<file path="src/rtl/tw_pkg.sv">
package tw_pkg;
  typedef enum logic [1:0] {
    SEG_CMD  = 2'd0,
    SEG_OUT  = 2'd1,
    SEG_TURN = 2'd2,
    SEG_IN   = 2'd3
  } seg_e;

  localparam logic [3:0] OP_EXEC = 4'h0;
  localparam logic [3:0] OP_READ = 4'h1;
endpackage

</file>
<file path="src/rtl/tw_clkgen.sv">
module tw_clkgen #(
  parameter int DIV_W = 8
) (
  input  logic             clk,
  input  logic             rst_n,
  input  logic             start,
  input  logic             busy,
  input  logic [DIV_W-1:0] div_cfg,
  output logic             sclk,
  output logic             rise,
  output logic             fall
);
  logic [DIV_W-1:0] div_q, div_d;
  logic [DIV_W-1:0] cnt_q, cnt_d;
  logic             sclk_q, sclk_d;
  logic             tick;

  assign tick = busy && (cnt_q == div_q);
  assign rise = tick && !sclk_q;
  assign fall = tick && sclk_q;
  assign sclk = sclk_q;

  always_comb begin
    div_d  = div_q;
    cnt_d  = cnt_q;
    sclk_d = sclk_q;
    if (start) begin
      div_d  = div_cfg;
      cnt_d  = '0;
      sclk_d = 1'b0;
    end else if (busy) begin
      if (tick) begin
        cnt_d  = '0;
        sclk_d = ~sclk_q;
      end else begin
        cnt_d = cnt_q + 1'b1;
      end
    end else begin
      cnt_d  = '0;
      sclk_d = 1'b0;
    end
  end

  always_ff @(posedge clk or negedge rst_n) begin
    if (!rst_n) begin
      div_q  <= '0;
      cnt_q  <= '0;
      sclk_q <= 1'b0;
    end else begin
      div_q  <= div_d;
      cnt_q  <= cnt_d;
      sclk_q <= sclk_d;
    end
  end
endmodule

</file>
<file path="src/rtl/tw_seq.sv">
module tw_seq
  import tw_pkg::*;
#(
  parameter int CMD_W  = 4,
  parameter int PAY_W  = 24,
  parameter int TURN_N = 8,
  parameter int RD_W   = 16
) (
  input  logic clk,
  input  logic rst_n,
  input  logic start,
  input  logic start_read,
  input  logic fall,
  output logic busy,
  output logic is_read,
  output logic done,
  output logic cap_en,
  output logic doe
);
  localparam int L1    = (PAY_W > RD_W) ? PAY_W : RD_W;
  localparam int L2    = (L1 > TURN_N) ? L1 : TURN_N;
  localparam int L3    = (L2 > CMD_W) ? L2 : CMD_W;
  localparam int CNT_W = (L3 > 1) ? $clog2(L3) : 1;

  seg_e             seg_q, seg_d;
  logic [CNT_W-1:0] bcnt_q, bcnt_d;
  logic             busy_q, busy_d;
  logic             rd_q, rd_d;
  logic [CNT_W-1:0] last_idx;
  logic             last;

  always_comb begin
    unique case (seg_q)
      SEG_CMD:  last_idx = CNT_W'(CMD_W - 1);
      SEG_OUT:  last_idx = CNT_W'(PAY_W - 1);
      SEG_TURN: last_idx = CNT_W'(TURN_N - 1);
      default:  last_idx = CNT_W'(RD_W - 1);
    endcase
  end

  assign last    = (bcnt_q == last_idx);
  assign done    = busy_q && fall && last && ((seg_q == SEG_OUT) || (seg_q == SEG_IN));
  assign cap_en  = busy_q && fall && (seg_q == SEG_IN);
  assign doe     = busy_q && ((seg_q == SEG_CMD) || (seg_q == SEG_OUT));
  assign busy    = busy_q;
  assign is_read = rd_q;

  always_comb begin
    seg_d  = seg_q;
    bcnt_d = bcnt_q;
    busy_d = busy_q;
    rd_d   = rd_q;
    if (start) begin
      busy_d = 1'b1;
      seg_d  = SEG_CMD;
      bcnt_d = '0;
      rd_d   = start_read;
    end else if (busy_q && fall) begin
      if (last) begin
        bcnt_d = '0;
        unique case (seg_q)
          SEG_CMD:  seg_d = rd_q ? SEG_TURN : SEG_OUT;
          SEG_TURN: seg_d = SEG_IN;
          default: begin
            busy_d = 1'b0;
            seg_d  = SEG_CMD;
          end
        endcase
      end else begin
        bcnt_d = bcnt_q + 1'b1;
      end
    end
  end

  always_ff @(posedge clk or negedge rst_n) begin
    if (!rst_n) begin
      seg_q  <= SEG_CMD;
      bcnt_q <= '0;
      busy_q <= 1'b0;
      rd_q   <= 1'b0;
    end else begin
      seg_q  <= seg_d;
      bcnt_q <= bcnt_d;
      busy_q <= busy_d;
      rd_q   <= rd_d;
    end
  end
endmodule

</file>
<file path="src/rtl/tw_shift.sv">
module tw_shift #(
  parameter int WIDTH = 28,
  parameter bit TX    = 1'b1
) (
  input  logic             clk,
  input  logic             rst_n,
  input  logic             load,
  input  logic [WIDTH-1:0] load_val,
  input  logic             shift_en,
  input  logic             ser_in,
  output logic             ser_out,
  output logic [WIDTH-1:0] par_out
);
  logic [WIDTH-1:0] sr_q, sr_d;

  generate
    if (TX) begin : g_tx
      always_comb begin
        sr_d = sr_q;
        if (load)          sr_d = load_val;
        else if (shift_en) sr_d = {1'b0, sr_q[WIDTH-1:1]};
      end
    end else begin : g_rx
      always_comb begin
        sr_d = sr_q;
        if (load)          sr_d = load_val;
        else if (shift_en) sr_d = {ser_in, sr_q[WIDTH-1:1]};
      end
    end
  endgenerate

  assign ser_out = sr_q[0];
  assign par_out = sr_q;

  always_ff @(posedge clk or negedge rst_n) begin
    if (!rst_n) sr_q <= '0;
    else        sr_q <= sr_d;
  end
endmodule

</file>
<file path="src/rtl/tw_injector.sv">
module tw_injector
  import tw_pkg::*;
#(
  parameter int DIV_W  = 8,
  parameter int CMD_W  = 4,
  parameter int PAY_W  = 24,
  parameter int TURN_N = 8,
  parameter int RD_W   = 16
) (
  input  logic             clk,
  input  logic             rst_n,
  input  logic [DIV_W-1:0] div_cfg,
  input  logic             req_valid,
  output logic             req_ready,
  input  logic [CMD_W-1:0] req_cmd,
  input  logic [PAY_W-1:0] req_data,
  output logic             rsp_valid,
  output logic [RD_W-1:0]  rsp_data,
  output logic             pin_clk,
  output logic             pin_dout,
  output logic             pin_doe,
  input  logic             pin_din
);
  localparam int FRM_W = CMD_W + PAY_W;

  logic             busy, is_read, done, cap_en, fall, rise;
  logic             accept, req_is_read;
  logic [FRM_W-1:0] tx_load, tx_par;
  logic             rsp_q, rsp_d;

  assign req_ready   = !busy;
  assign accept      = req_valid && req_ready;
  assign req_is_read = (req_cmd == CMD_W'(OP_READ));
  assign tx_load     = req_is_read ? {{PAY_W{1'b0}}, req_cmd} : {req_data, req_cmd};

  tw_clkgen #(.DIV_W(DIV_W)) u_clk (
    .clk     (clk),
    .rst_n   (rst_n),
    .start   (accept),
    .busy    (busy),
    .div_cfg (div_cfg),
    .sclk    (pin_clk),
    .rise    (rise),
    .fall    (fall)
  );

  tw_seq #(.CMD_W(CMD_W), .PAY_W(PAY_W), .TURN_N(TURN_N), .RD_W(RD_W)) u_seq (
    .clk        (clk),
    .rst_n      (rst_n),
    .start      (accept),
    .start_read (req_is_read),
    .fall       (fall),
    .busy       (busy),
    .is_read    (is_read),
    .done       (done),
    .cap_en     (cap_en),
    .doe        (pin_doe)
  );

  tw_shift #(.WIDTH(FRM_W), .TX(1'b1)) u_tx (
    .clk      (clk),
    .rst_n    (rst_n),
    .load     (accept),
    .load_val (tx_load),
    .shift_en (fall && busy),
    .ser_in   (1'b0),
    .ser_out  (pin_dout),
    .par_out  (tx_par)
  );

  logic rx_unused;
  tw_shift #(.WIDTH(RD_W), .TX(1'b0)) u_rx (
    .clk      (clk),
    .rst_n    (rst_n),
    .load     (1'b0),
    .load_val ({RD_W{1'b0}}),
    .shift_en (cap_en),
    .ser_in   (pin_din),
    .ser_out  (rx_unused),
    .par_out  (rsp_data)
  );

  always_comb begin
    rsp_d = done && is_read;
  end

  always_ff @(posedge clk or negedge rst_n) begin
    if (!rst_n) rsp_q <= 1'b0;
    else        rsp_q <= rsp_d;
  end

  assign rsp_valid = rsp_q;

  logic unused_ok;
  assign unused_ok = ^{tx_par, rise, rx_unused};
endmodule

</file>
<file path="config.mk">
export PLATFORM = sky130hd
export DESIGN_NAME = tw_injector
export DESIGN_NICKNAME = d
export VERILOG_FILES = /design/src/rtl/tw_pkg.sv /design/src/rtl/tw_clkgen.sv /design/src/rtl/tw_seq.sv /design/src/rtl/tw_shift.sv /design/src/rtl/tw_injector.sv
export SDC_FILE = /design/constraint.sdc
export NUM_CORES = 1
export LEC_CHECK = 0
export ABC_AREA = 1
export BUFFER_PORTS_ARGS = -buffer_cell sky130_fd_sc_hd__buf_4
export CORE_MARGIN = 8
export CORE_UTILIZATION = 51
export CTS_CLUSTER_DIAMETER = 120
export CTS_CLUSTER_SIZE = 10
export DETAILED_ROUTE_END_ITERATION = 10
export PLACE_DENSITY = 0.76
export SYNTH_ARGS = -nofsm -noshare
export SYNTH_HDL_FRONTEND = slang
export SYNTH_HIERARCHICAL = 1
export SYNTH_SLANG_ARGS = --single-unit
</file>
<file path="constraint.sdc">
create_clock -name clk -period 1.9 [get_ports clk]
set_clock_uncertainty 0.15 [all_clocks]
set_input_delay 0.19 -clock clk [delete_from_list [all_inputs] [get_ports clk]]
set_output_delay 0.19 -clock clk [all_outputs]
set_load 0.05 [all_outputs]
</file>
# Word level (Yosys, flattened, before mapping)
# Index checks and enable logic that the tools add are counted.
[word_totals] latch_bits=0 word_cells=61 mem_count=0 ff_bits=71 mem_bits_ro=0 ram_bits=0 output_inout_bits=21
[classes] multipliers=0 n_addsub=2 bitwise_logic=1 n_eq_ne=8 n_reduce_logical=18 order_cmp=0 div_mod_pow=0 n_shift=0 muxes=22
[ops] cell="28-bit 2-to-1 mux" n=3
[ops] cell="8-bit 2-to-1 mux" n=3
[ops] cell="5-bit 2-to-1 mux" n=3
[ops] cell="5-bit case mux with 3 select lines" n=1
[ops] cell="1-bit logical AND" n=9
[ops] cell="8-bit by 1-bit adder with 8-bit output (second input constant)" n=1
[ops] cell="8-bit == test" n=1
[ops] cell="2-bit 2-to-1 mux" n=4
[ops] cell="1-bit 2-to-1 mux" n=7
[ops] cell="5-bit by 1-bit adder with 5-bit output (second input constant)" n=1
[ops] cell="5-bit == test" n=1
[ops] cell="2-bit == test (second input constant)" n=2
[ops] cell="4-bit by 1-bit == test with 1-bit output (second input constant)" n=1
[ops] cell="2-bit case mux with 2 select lines" n=1
[ops] cell="2-bit nonzero test" n=2
[ops] cell="3-bit inequality test (second input constant)" n=1
[ops] cell="3-bit AND reduction" n=1
[ops] cell="2-bit by 1-bit == test with 1-bit output (second input constant)" n=1
[ops] cell="2-bit logical NOT" n=1
[ops] cell="1-bit logical OR" n=2
[ops] cell="2-bit by 1-bit inequality test with 1-bit output (second input constant)" n=1
[ops] cell="2-bit AND reduction" n=1
[ops] cell="2-bit OR reduction" n=1
[ops] cell="1-bit logical NOT" n=1
[ops] cell="1-bit NOT" n=1

# Longest topological paths before layout
# Gate-level depths: netlist (run 1).
[logic_depth] depth_word=7 depth_mapped=15 mapped_depth_nobuf=13

# Cells and area by module
# Netlist (run 1), hierarchy kept.
[modules_own_cells] module="tw_shift (u_tx)" area_each_um2=1291.2 instances=1 cells_per_inst=152
[modules_own_cells] module="tw_clkgen" area_each_um2=983.4 instances=1 cells_per_inst=136
[modules_own_cells] module="tw_shift (u_rx)" area_each_um2=769.5 instances=1 cells_per_inst=89
[modules_own_cells] module="tw_seq" area_each_um2=560.5 instances=1 cells_per_inst=68
[modules_own_cells] module="tw_injector" area_each_um2=341.6 instances=1 cells_per_inst=65

# Worst setup path after synthesis (run 1)
# OpenSTA, ideal clock, no wires.
[synth_timing] kind="register to register" startpoint="register u_seq.busy_q, in the netlist u_seq/busy" endpoint="register u_rx.sr_q[10], in the netlist u_rx/par_out[10]" setup_slack_ns=-0.114 t_arrival_ns=1.738 path_buffers=2 period_less_slack_ns=2.014 path_stages_with_launch=14 path_cell_list="dfrtp_1 > inv_1 > a21oi_1 > nand2_1 > nor2_1 > nand3_2 > nor2_1 > nand2_1 > nor2_1 > buf_4 > nor2_8 > buf_8 > nand2_1 > nand3_1"
[synth_via] elab_chain_cells=4
[synth_rtl] item="from (decl)" line_no="tw_seq.sv:27" source="logic busy_q, busy_d;"
[synth_rtl] item="from (signal assigned)" line_no="tw_seq.sv:84" source="busy_q <= busy_d;"
[synth_rtl] item="1-bit logical AND" line_no="tw_clkgen.sv:18" source="assign tick = busy && (cnt_q == div_q);"
[synth_rtl] item="1-bit logical AND" line_no="tw_clkgen.sv:20" source="assign fall = tick && sclk_q;"
[synth_rtl] item="via fall" line_no="tw_injector.sv:26" source="logic busy, is_read, done, cap_en, fall, rise;"
[synth_rtl] item="1-bit logical AND (2 in series)" line_no="tw_seq.sv:43" source="assign cap_en = busy_q && fall && (seg_q == SEG_IN);"
[synth_rtl] item="via cap_en" line_no="tw_injector.sv:26"
[synth_rtl] item="to (signal assigned)" line_no="tw_shift.sv:37" source="else sr_q <= sr_d;"
[synth_rtl] item="to (decl)" line_no="tw_shift.sv:14" source="logic [WIDTH-1:0] sr_q, sr_d;"
# The timed path passes the listed nets, and every way through them passes these cells.
# A chain may end at the register's enable or synchronous reset.

# Worst setup path after layout (run 1)
[layout_timing] startpoint="register u_clk.div_q[3]" endpoint="register u_tx.sr_q[19], in the netlist u_tx/par_out[19]"
[layout_via] elab_chain_cells=5
[layout_rtl] item="from (decl)" line_no="tw_clkgen.sv:13" source="logic [DIV_W-1:0] div_q, div_d;"
[layout_rtl] item="from (signal assigned)" line_no="tw_clkgen.sv:50" source="div_q <= div_d;"
[layout_rtl] item="8-bit == test" line_no="tw_clkgen.sv:18"
[layout_rtl] item="1-bit logical AND" line_no="tw_clkgen.sv:18"
[layout_rtl] item="1-bit logical AND" line_no="tw_clkgen.sv:20"
[layout_rtl] item="via fall" line_no="tw_injector.sv:26"
[layout_rtl] item="1-bit logical AND" line_no="tw_injector.sv:65" source=".shift_en (fall && busy),"
[layout_rtl] item="2-bit nonzero test (no source line)"
[layout_rtl] item="to (signal assigned)" line_no="tw_shift.sv:37"
[layout_rtl] item="to (decl)" line_no="tw_shift.sv:14"
# The timed path passes the listed nets, and every way through them passes these cells.

==> Implementation_results.wiki, run 1 <==
{| class="wikitable"
! Metric !! Value
|-
| Placement Cell Area || 4680 um^2
|-
| Crit-path cells || inv_2 -> nand2_1 -> nand2_1 -> inv_1 -> nand2_1 -> nor2_2 -> nand3_2 -> nor2_4 -> nand2_2 -> inv_4 -> nor2_4 -> clkbuf_16 -> nand2_4 -> nand3_2
|-
| Setup slack at placement || -0.0755 ns
|-
| Clock edge transition at the registers on the reported setup and hold paths || 0.08 ns
|-
| P_int || 2.95 mW
|-
| Highest Clock Rate || 527 MHz
|-
| Sink of the worst hold path || u_tx/par_out[17]$_DFFE_PN0P_
|-
| FF-to-FF setup slack || 0.003 ns
|-
| Die width || 104 um
|-
| Core Region || 7610 um^2
|-
| Vias in the first global route || 3437
|-
| Share of total power in combinational logic || 33.4%
|-
| Type of the setup path with the least slack || flop to flop
|-
| Count of final hold-check violations || 0
|-
| Worst Reg2Reg Path Length in Cells || 14
|-
| Destination of the worst register-to-register timing path || u_tx/par_out[19]$_DFFE_PN0P_
|-
| Commonest non-fill, non-tap cells in the layout || sky130_fd_sc_hd__nand2_1 (108), sky130_fd_sc_hd__buf_4 (99), sky130_fd_sc_hd__dfrtp_1 (70), sky130_fd_sc_hd__nand3_1 (63), sky130_fd_sc_hd__inv_1 (56)
|-
| Growth of design area from synthesis to finish || 41.8%
|-
| Flop pwr share || 41.7%
|-
| Die ar. || 10800 um^2
|-
| Detailed-route via count || 3726
|-
| Worst setup slack after layout || 0.00313 ns
|-
| Proportion of total power due to net switching || 34.2%
|-
| Layout net count || 676
|-
| GRT Overall Usage || 16.9%
|-
| Commonest non-fill, non-tap cell in the layout || sky130_fd_sc_hd__nand2_1
|-
| # setup viols final || 0
|-
| Total global routing overflow || 0
|-
| Combined area of all synthesized cells || 3940 um^2
|-
| Share of cells above drive strength 1 || 37.2%
|-
| Root buf cell || sky130_fd_sc_hd__clkbuf_8
|-
| Htree depth || 3
|-
| Sw Pwr || 1.53 mW
|-
| Worst Hold Path Cells || 5
|-
| Largest vdd supply drop || 370 uV
|-
| Number of maximum-capacitance violations || 0
|-
| Tcrit/Tclk final || 99.8%
|-
| First-pass GRT wire length || 15.4 mm
|-
| Core Rows || 32
|-
| Placer Congestion || 0.776
|-
| Worst-case clock buffer depth || 2
|-
| Worst min-delay path startpoint || req_data[13]
|-
| Kind of start point of the critical path || flop
|-
| Remaining DRCs || 0
|-
| Pwr/cell area || 803 nW/um^2
|-
| Initial drt markers || 197
|-
| Largest net degree at the start of global routing || 35
|-
| Gate family responsible for the most delay along the worst path || simple AND/OR/NAND/NOR gates
|-
| Number of buffers added by the clock tree synthesis step || 9
|-
| CP most frequent cell || sky130_fd_sc_hd__nand2_1
|-
| Number of search-and-repair iterations in the first detailed-routing pass || 5
|-
| Final routed wire length divided by cell count || 13.6 um
|-
| Layout Cell Area excl Fill || 5580 um^2
|-
| Post-route ant nets || 0
|-
| Synth Area per Inst || 7.75 um^2
|-
| Antenna diodes || 0
|-
| Hold crit path type || input pin to flop
|-
| Initial core utilization || 51.7%
|-
| Height of the chip || 104 um
|-
| Wire length reported by the detailed router || 10.1 mm
|-
| Outcome || completed
|-
| Post-DR vias/cell || 5.03
|-
| Static leakage power || 2.91 nW
|-
| Detailed placement HPWL || 6.34 mm
|-
| Portion of total power attributed to the clock network || 24.9%
|-
| Highest cell delay on the worst timing path || 0.42 ns
|-
| Number of port buffers || 60
|-
| RSZ-0062 raised after global routing || yes
|-
| CTS tree || yes
|-
| I/O pins || 61
|-
| Number of antenna violations at the first check in global routing || 0
|-
| Utilization after layout || 73.4%
|-
| Endpoint type of the worst setup path || flop
|-
| Worst-skew pair later-pin latency || 0.34 ns
|-
| Cells after Synth || 508
|-
| CP required || 1.98 ns
|-
| Total of warnings raised by yosys || 6
|-
| Final period demand of the worst path || 1.90 ns
|-
| Number of stages on the worst setup path || 14
|-
| Num Clock Sinks || 71
|-
| Arrival time reported for the critical path endpoint || 1.97 ns
|-
| WP buf/inv || 4
|-
| Library cell contributing the largest single delay on the critical path || sky130_fd_sc_hd__dfrtp_1
|-
| Maximum net fanout on the critical path || 7
|-
| Startpoint of the worst register-to-register path || u_clk/div_q[3]$_DFFE_PN0P_
|-
| Final slew viol count || 0
|}
## metal layers
layer / track usage (%) / vias up / wire length, um
li1: - / 1848 / -
met1: 21.1 / 1758 / 4460
met2: 27.5 / 107 / 5010
met3: 3.59 / 13 / 495
met4: 7.96 / 0 / 138
met5: 0 / - / 0
## cell type report
cell class	count	area, um^2
clock buffers	11	151
clock inverters	5	32.5
fillers	551	2030
inverters	66	250
multi-input cells	363	2170
flip-flops and latches	71	1780
well taps	102	128
repair buffers	123	1070
## worst register-to-register path: cells and delay by family, from the launching register on
| family | cells | cell delay [ns] |
|---|---|---|
| DFF | 1 | 0.42 |
| buffers and inverters | 4 | 0.41 |
| and+or+nand+nor | 10 | 0.80 |
## through the flow
stage	hold WS [ns]	setup TNS, ns	power [mW]	std cells
3_3_place_gp	-0.0146	0	3.15	697
6_report	0.0490	0	4.48	741
5_1_grt	0.0582	-3.93	4.73	741
4_1_cts	0.0211	0	4.35	728
2_1_floorplan	-0.256	-0.118	2.65	524
3_5_place_dp	-0.00754	-1.46	3.20	697
## timing repair
action | CTS | global route
hold buffers | 15 | 0
pin swaps | 0 | 5
endpoints found under the hold margin | 85 | 0
resized for setup | 6 | 102
setup endpoints to repair | 38 | 51
buffers inserted | 0 | 10
gates cloned | 0 | 3
## power by group through the flow
stage               Combinational, mW  Clock (mW)  Sequential (mW)
floorplan                       0.652           0             2.00
global placement                 1.29           0             1.86
detailed placement               1.33           0             1.86
CTS                              1.37        1.14             1.84
global route                     1.64        1.20             1.90
finish                           1.50        1.11             1.87
## registers in the layout, indices dropped and copies added, names as in the netlist
| name | cells |
|---|---|
| u_tx/par_out | 28 |
| rsp_valid | 1 |
| u_clk/cnt_q | 8 |
| u_seq/busy | 1 |
| u_clk/sclk | 1 |
| u_rx/par_out | 16 |
| u_seq/seg_q | 2 |
| u_seq/bcnt_q | 5 |
| u_clk/div_q | 8 |
| u_seq/is_read | 1 |
## worst max-delay path by stage
stage | from | end | slack (ns)
after floorplan | u_clk/cnt_q[3]$_DFF_PN0_ | u_rx/par_out[10]$_DFFE_PN0P_ | -0.01
after global placement | u_clk/div_q[3]$_DFFE_PN0P_ | u_tx/par_out[12]$_DFFE_PN0P_ | 0.005
after detailed placement | u_clk/div_q[2]$_DFFE_PN0P_ | u_rx/par_out[11]$_DFFE_PN0P_ | -0.08
after CTS | u_clk/div_q[3]$_DFFE_PN0P_ | u_rx/par_out[11]$_DFFE_PN0P_ | 0.02
after global routing | u_clk/div_q[3]$_DFFE_PN0P_ | u_tx/par_out[5]$_DFFE_PN0P_ | -0.11
final | u_clk/div_q[3]$_DFFE_PN0P_ | u_tx/par_out[19]$_DFFE_PN0P_ | 0.003
No activity file was read; power rests on OpenSTA's default activity.
==> run 2, diff against run 1 <==
--- a/config.mk
+++ b/config.mk
@@ -8,12 +8,11 @@
 export ABC_AREA = 1
 export BUFFER_PORTS_ARGS = -buffer_cell sky130_fd_sc_hd__buf_4
 export CORE_MARGIN = 8
-export CORE_UTILIZATION = 51
+export CORE_UTILIZATION = 50
 export CTS_CLUSTER_DIAMETER = 120
 export CTS_CLUSTER_SIZE = 10
 export DETAILED_ROUTE_END_ITERATION = 10
-export PLACE_DENSITY = 0.76
+export PLACE_DENSITY = 0.73
 export SYNTH_ARGS = -nofsm -noshare
 export SYNTH_HDL_FRONTEND = slang
-export SYNTH_HIERARCHICAL = 1
 export SYNTH_SLANG_ARGS = --single-unit
==> Implementation_results.wiki, run 2 <==
{| class="wikitable"
! Metric !! Value
|-
| Growth of design area from synthesis to finish || 28.9%
|-
| Total of flip-flops plus latches after synthesis || 71
|-
| Ranking of synthesized cells by instance count || sky130_fd_sc_hd__nand2_1 (170), sky130_fd_sc_hd__dfrtp_1 (71), sky130_fd_sc_hd__o21ai_0 (55), sky130_fd_sc_hd__inv_1 (47), sky130_fd_sc_hd__nand3_1 (26)
|-
| Share of synthesized registers carrying an async set or reset || 100%
|-
| Placer Congestion || 0.757
|-
| Die ar. || 9980 um^2
|-
| Endpoint type of the worst setup path || flop
|-
| Pwr/cell area || 604 nW/um^2
|-
| Final routed wire length divided by cell count || 12.7 um
|-
| Remaining DRCs || 0
|-
| Cells after Synth || 453
|-
| Number of inserted filler cells in the final layout || 569
|-
| Number of enable flip-flop cells after synthesis || 0
|-
| Worst min-delay path startpoint || req_data[5]
|-
| Setup slack at placement || 0.0489 ns
|-
| Placement Cell Area || 4040 um^2
|-
| Detailed-route via count || 3090
|-
| CP required || 1.99 ns
|-
| Adder-Cell Fraction of Synth Area || 0.711%
|-
| Largest net degree at the start of global routing || 51
|-
| Total of warnings raised by yosys || 0
|-
| Number of maximum-capacitance violations || 0
|-
| Utilization after layout || 66.8%
|-
| Cell types with the largest area share after synthesis || sky130_fd_sc_hd__dfrtp_1 (50%), sky130_fd_sc_hd__nand2_1 (18%), sky130_fd_sc_hd__o21ai_0 (7.8%)
|-
| Library cell contributing the largest single delay on the critical path || sky130_fd_sc_hd__dfrtp_1
|-
| Register area share after synthesis || 50.5%
|-
| Share of cell area taken by muxes after synthesis || 0%
|-
| Root buf cell || sky130_fd_sc_hd__clkbuf_8
|-
| FF-to-FF setup slack || 0.13 ns
|-
| Core Rows || 30
|-
| CP most frequent cell || sky130_fd_sc_hd__nand2_1
|-
| Arrival time reported for the critical path endpoint || 1.86 ns
|-
| First-pass GRT wire length || 13.7 mm
|-
| Total global routing overflow || 0
|-
| Final period demand of the worst path || 1.77 ns
|-
| Layout net count || 579
|-
| # setup viols final || 0
|-
| Tcrit/Tclk final || 93.4%
|-
| Commonest non-fill, non-tap cell in the layout || sky130_fd_sc_hd__nand2_1
|-
| Maximum net fanout on the critical path || 6
|-
| Height of the chip || 99.9 um
|-
| Die width || 99.9 um
|-
| Worst Hold Path Cells || 5
|-
| Post-route worst hold slack || 0.00422 ns
|-
| Library cell with the highest instance count after synthesis || sky130_fd_sc_hd__nand2_1
|-
| Antenna diodes || 0
|-
| Cell type contributing the most total cell area after synthesis || sky130_fd_sc_hd__dfrtp_1
|-
| Largest family of logic cells by synthesized area || simple AND/OR/NAND/NOR gates
|-
| Initial core utilization || 51.8%
|-
| Post-synth cell types || 27
|-
| Layout Cell Area excl Fill || 4540 um^2
|-
| Area of combinational cells with multiple inputs || 1440 um^2
|-
| Startpoint of the worst register-to-register path || u_clk.cnt_q[2]$_DFF_PN0_
|-
| Area share of and/or/nand/nor cells after synthesis || 27.4%
|-
| Outcome || completed
|-
| Num Clock Sinks || 71
|-
| Static leakage power || 2.35 nW
|-
| Main flop type after synthesis || sky130_fd_sc_hd__dfrtp_1
|-
| GRT Overall Usage || 17.1%
|-
| Clock edge transition at the registers on the reported setup and hold paths || 0.07 ns
|-
| Initial drt markers || 113
|-
| Post-DR vias/cell || 4.84
|-
| Nets in the synthesized netlist || 495
|-
| Core Region || 6790 um^2
|-
| Area fraction in compound gates after synthesis || 9.56%
|-
| Worst Reg2Reg Path Length in Cells || 9
|-
| Number of buffers added by the clock tree synthesis step || 9
|-
| Final slew viol count || 0
|-
| Number of port buffers || 60
|-
| Number of search-and-repair iterations in the first detailed-routing pass || 7
|-
| Detailed placement HPWL || 5.43 mm
|-
| I/O pins || 61
|-
| Proportion of netlist area held by the largest area contributor || 50.5%
|-
| Destination of the worst register-to-register timing path || u_seq.busy$_DFFE_PN0P_
|-
| Setup crit start || u_clk.cnt_q[2]$_DFF_PN0_
|-
| Number of antenna violations at the first check in global routing || 0
|-
| Combined area of all synthesized cells || 3520 um^2
|-
| Hold crit path type || input pin to flop
|-
| Worst-case clock buffer depth || 2
|-
| Highest Clock Rate || 564 MHz
|-
| Sink of the worst hold path || u_tx.par_out[9]$_DFFE_PN0P_
|-
| Worst-skew pair later-pin latency || 0.35 ns
|-
| Kind of start point of the critical path || flop
|-
| Htree depth || 3
|-
| Xor/xnor share of the synthesized area || 2.49%
|-
| Largest vdd supply drop || 356 uV
|-
| Remaining max-slew budget at the tightest pin || 64.9%
|-
| Vias in the first global route || 3062
|-
| Register cell area after layout || 1780 um^2
|-
| Share of cells above drive strength 1 || 19.4%
|-
| Slew at the pin closest to its max-slew limit || 0.527 ns
|-
| Count of final hold-check violations || 0
|-
| Synth Area per Inst || 7.77 um^2
|-
| Wire length reported by the detailed router || 8.11 mm
|-
| Type of the setup path with the least slack || flop to flop
|-
| Worst setup slack after layout || 0.126 ns
|-
| Largest register FFs || 28
|-
| Total power consumption of the routed design || 2.74 mW
|-
| CTS tree || yes
|-
| Highest cell delay on the worst timing path || 0.46 ns
|-
| Crit-path cells || xnor2_1 -> nand2_1 -> nor2_4 -> nand3_2 -> nor2_4 -> buf_12 -> nand3_1 -> nand2_1 -> nand2_1
|-
| Post-route ant nets || 0
|-
| Commonest non-fill, non-tap cells in the layout || sky130_fd_sc_hd__nand2_1 (170), sky130_fd_sc_hd__dfrtp_1 (70), sky130_fd_sc_hd__buf_4 (64), sky130_fd_sc_hd__o21ai_0 (55), sky130_fd_sc_hd__inv_1 (47)
|}
run 2: final cells by class:
cell class | count | area share [%]
Multi-Input combinational cell | 308 | 31.6
Timing Repair Buffer | 91 | 18.0
Clock buffer | 13 | 3.50
Tap cell | 96 | 2.65
Inverter | 56 | 4.69
Clock inverter | 3 | 0.386
Sequential cell | 71 | 39.2
run 2: logic make-up after synthesis:
family	count (synthesis)
buffers and inverters	74
xor gates and xnor gates	10
adders and majority gates	2
AOI/OAI and AO/OA	66
and+or+nand+nor	230
DFF	71
run 2: stage by stage:
| stage | cells | setup TNS [ns] |
|---|---|---|
| final | 638 | 0 |
| after global routing | 638 | -0.0131 |
| after global placement | 597 | 0 |
| after detailed placement | 597 | 0 |
| after CTS | 634 | 0 |
| after floorplan | 453 | 0 |
run 2: where the power goes:
part | switching, mW | internal [mW]
Sequential | 0 | 1.51
Clock | 0.552 | 0.542
Combinational | 0.0529 | 0.0828
Total | 0.605 | 2.14
run 2: critical path, delay by kind of cell, from the launching register on:
| family | cells | cell delay, ns |
|---|---|---|
| xor+xnor | 1 | 0.21 |
| buf+inv | 1 | 0.14 |
| simple gates | 7 | 0.70 |
| flops | 1 | 0.46 |
run 2: worst max-delay path by stage:
stage | slack, ns | cells after the start | to
3_3_place_gp | 0.13 | 10 | u_rx.par_out[15]$_DFFE_PN0P_
6_report | 0.13 | 9 | u_seq.busy$_DFFE_PN0P_
2_1_floorplan | 0.24 | 8 | u_tx.par_out[26]$_DFFE_PN0P_
3_5_place_dp | 0.05 | 10 | u_rx.par_out[15]$_DFFE_PN0P_
5_1_grt | -0.01 | 9 | u_seq.busy$_DFFE_PN0P_
4_1_cts | 0.04 | 10 | u_rx.par_out[15]$_DFFE_PN0P_
run 2: per-layer routing:
layer / track usage (%) / up-vias / part of all wire, % / wire, um
met2: 27.6 / 86 / 48 / 3930
met3: 5.54 / 14 / 6.0 / 489
met4: 7.45 / 0 / 2.0 / 159
met1: 20.6 / 1420 / 44 / 3530
li1: - / 1570 / - / -
met5: 0 / - / 0 / 0
run 2: what timing repair did:
item,4_1_cts,5_1_grt
endpoints found under the setup margin,0,48
hold buffers,21,0
gates resized for setup,0,9
setup buffers,0,2
hold endpoints to repair,59,0
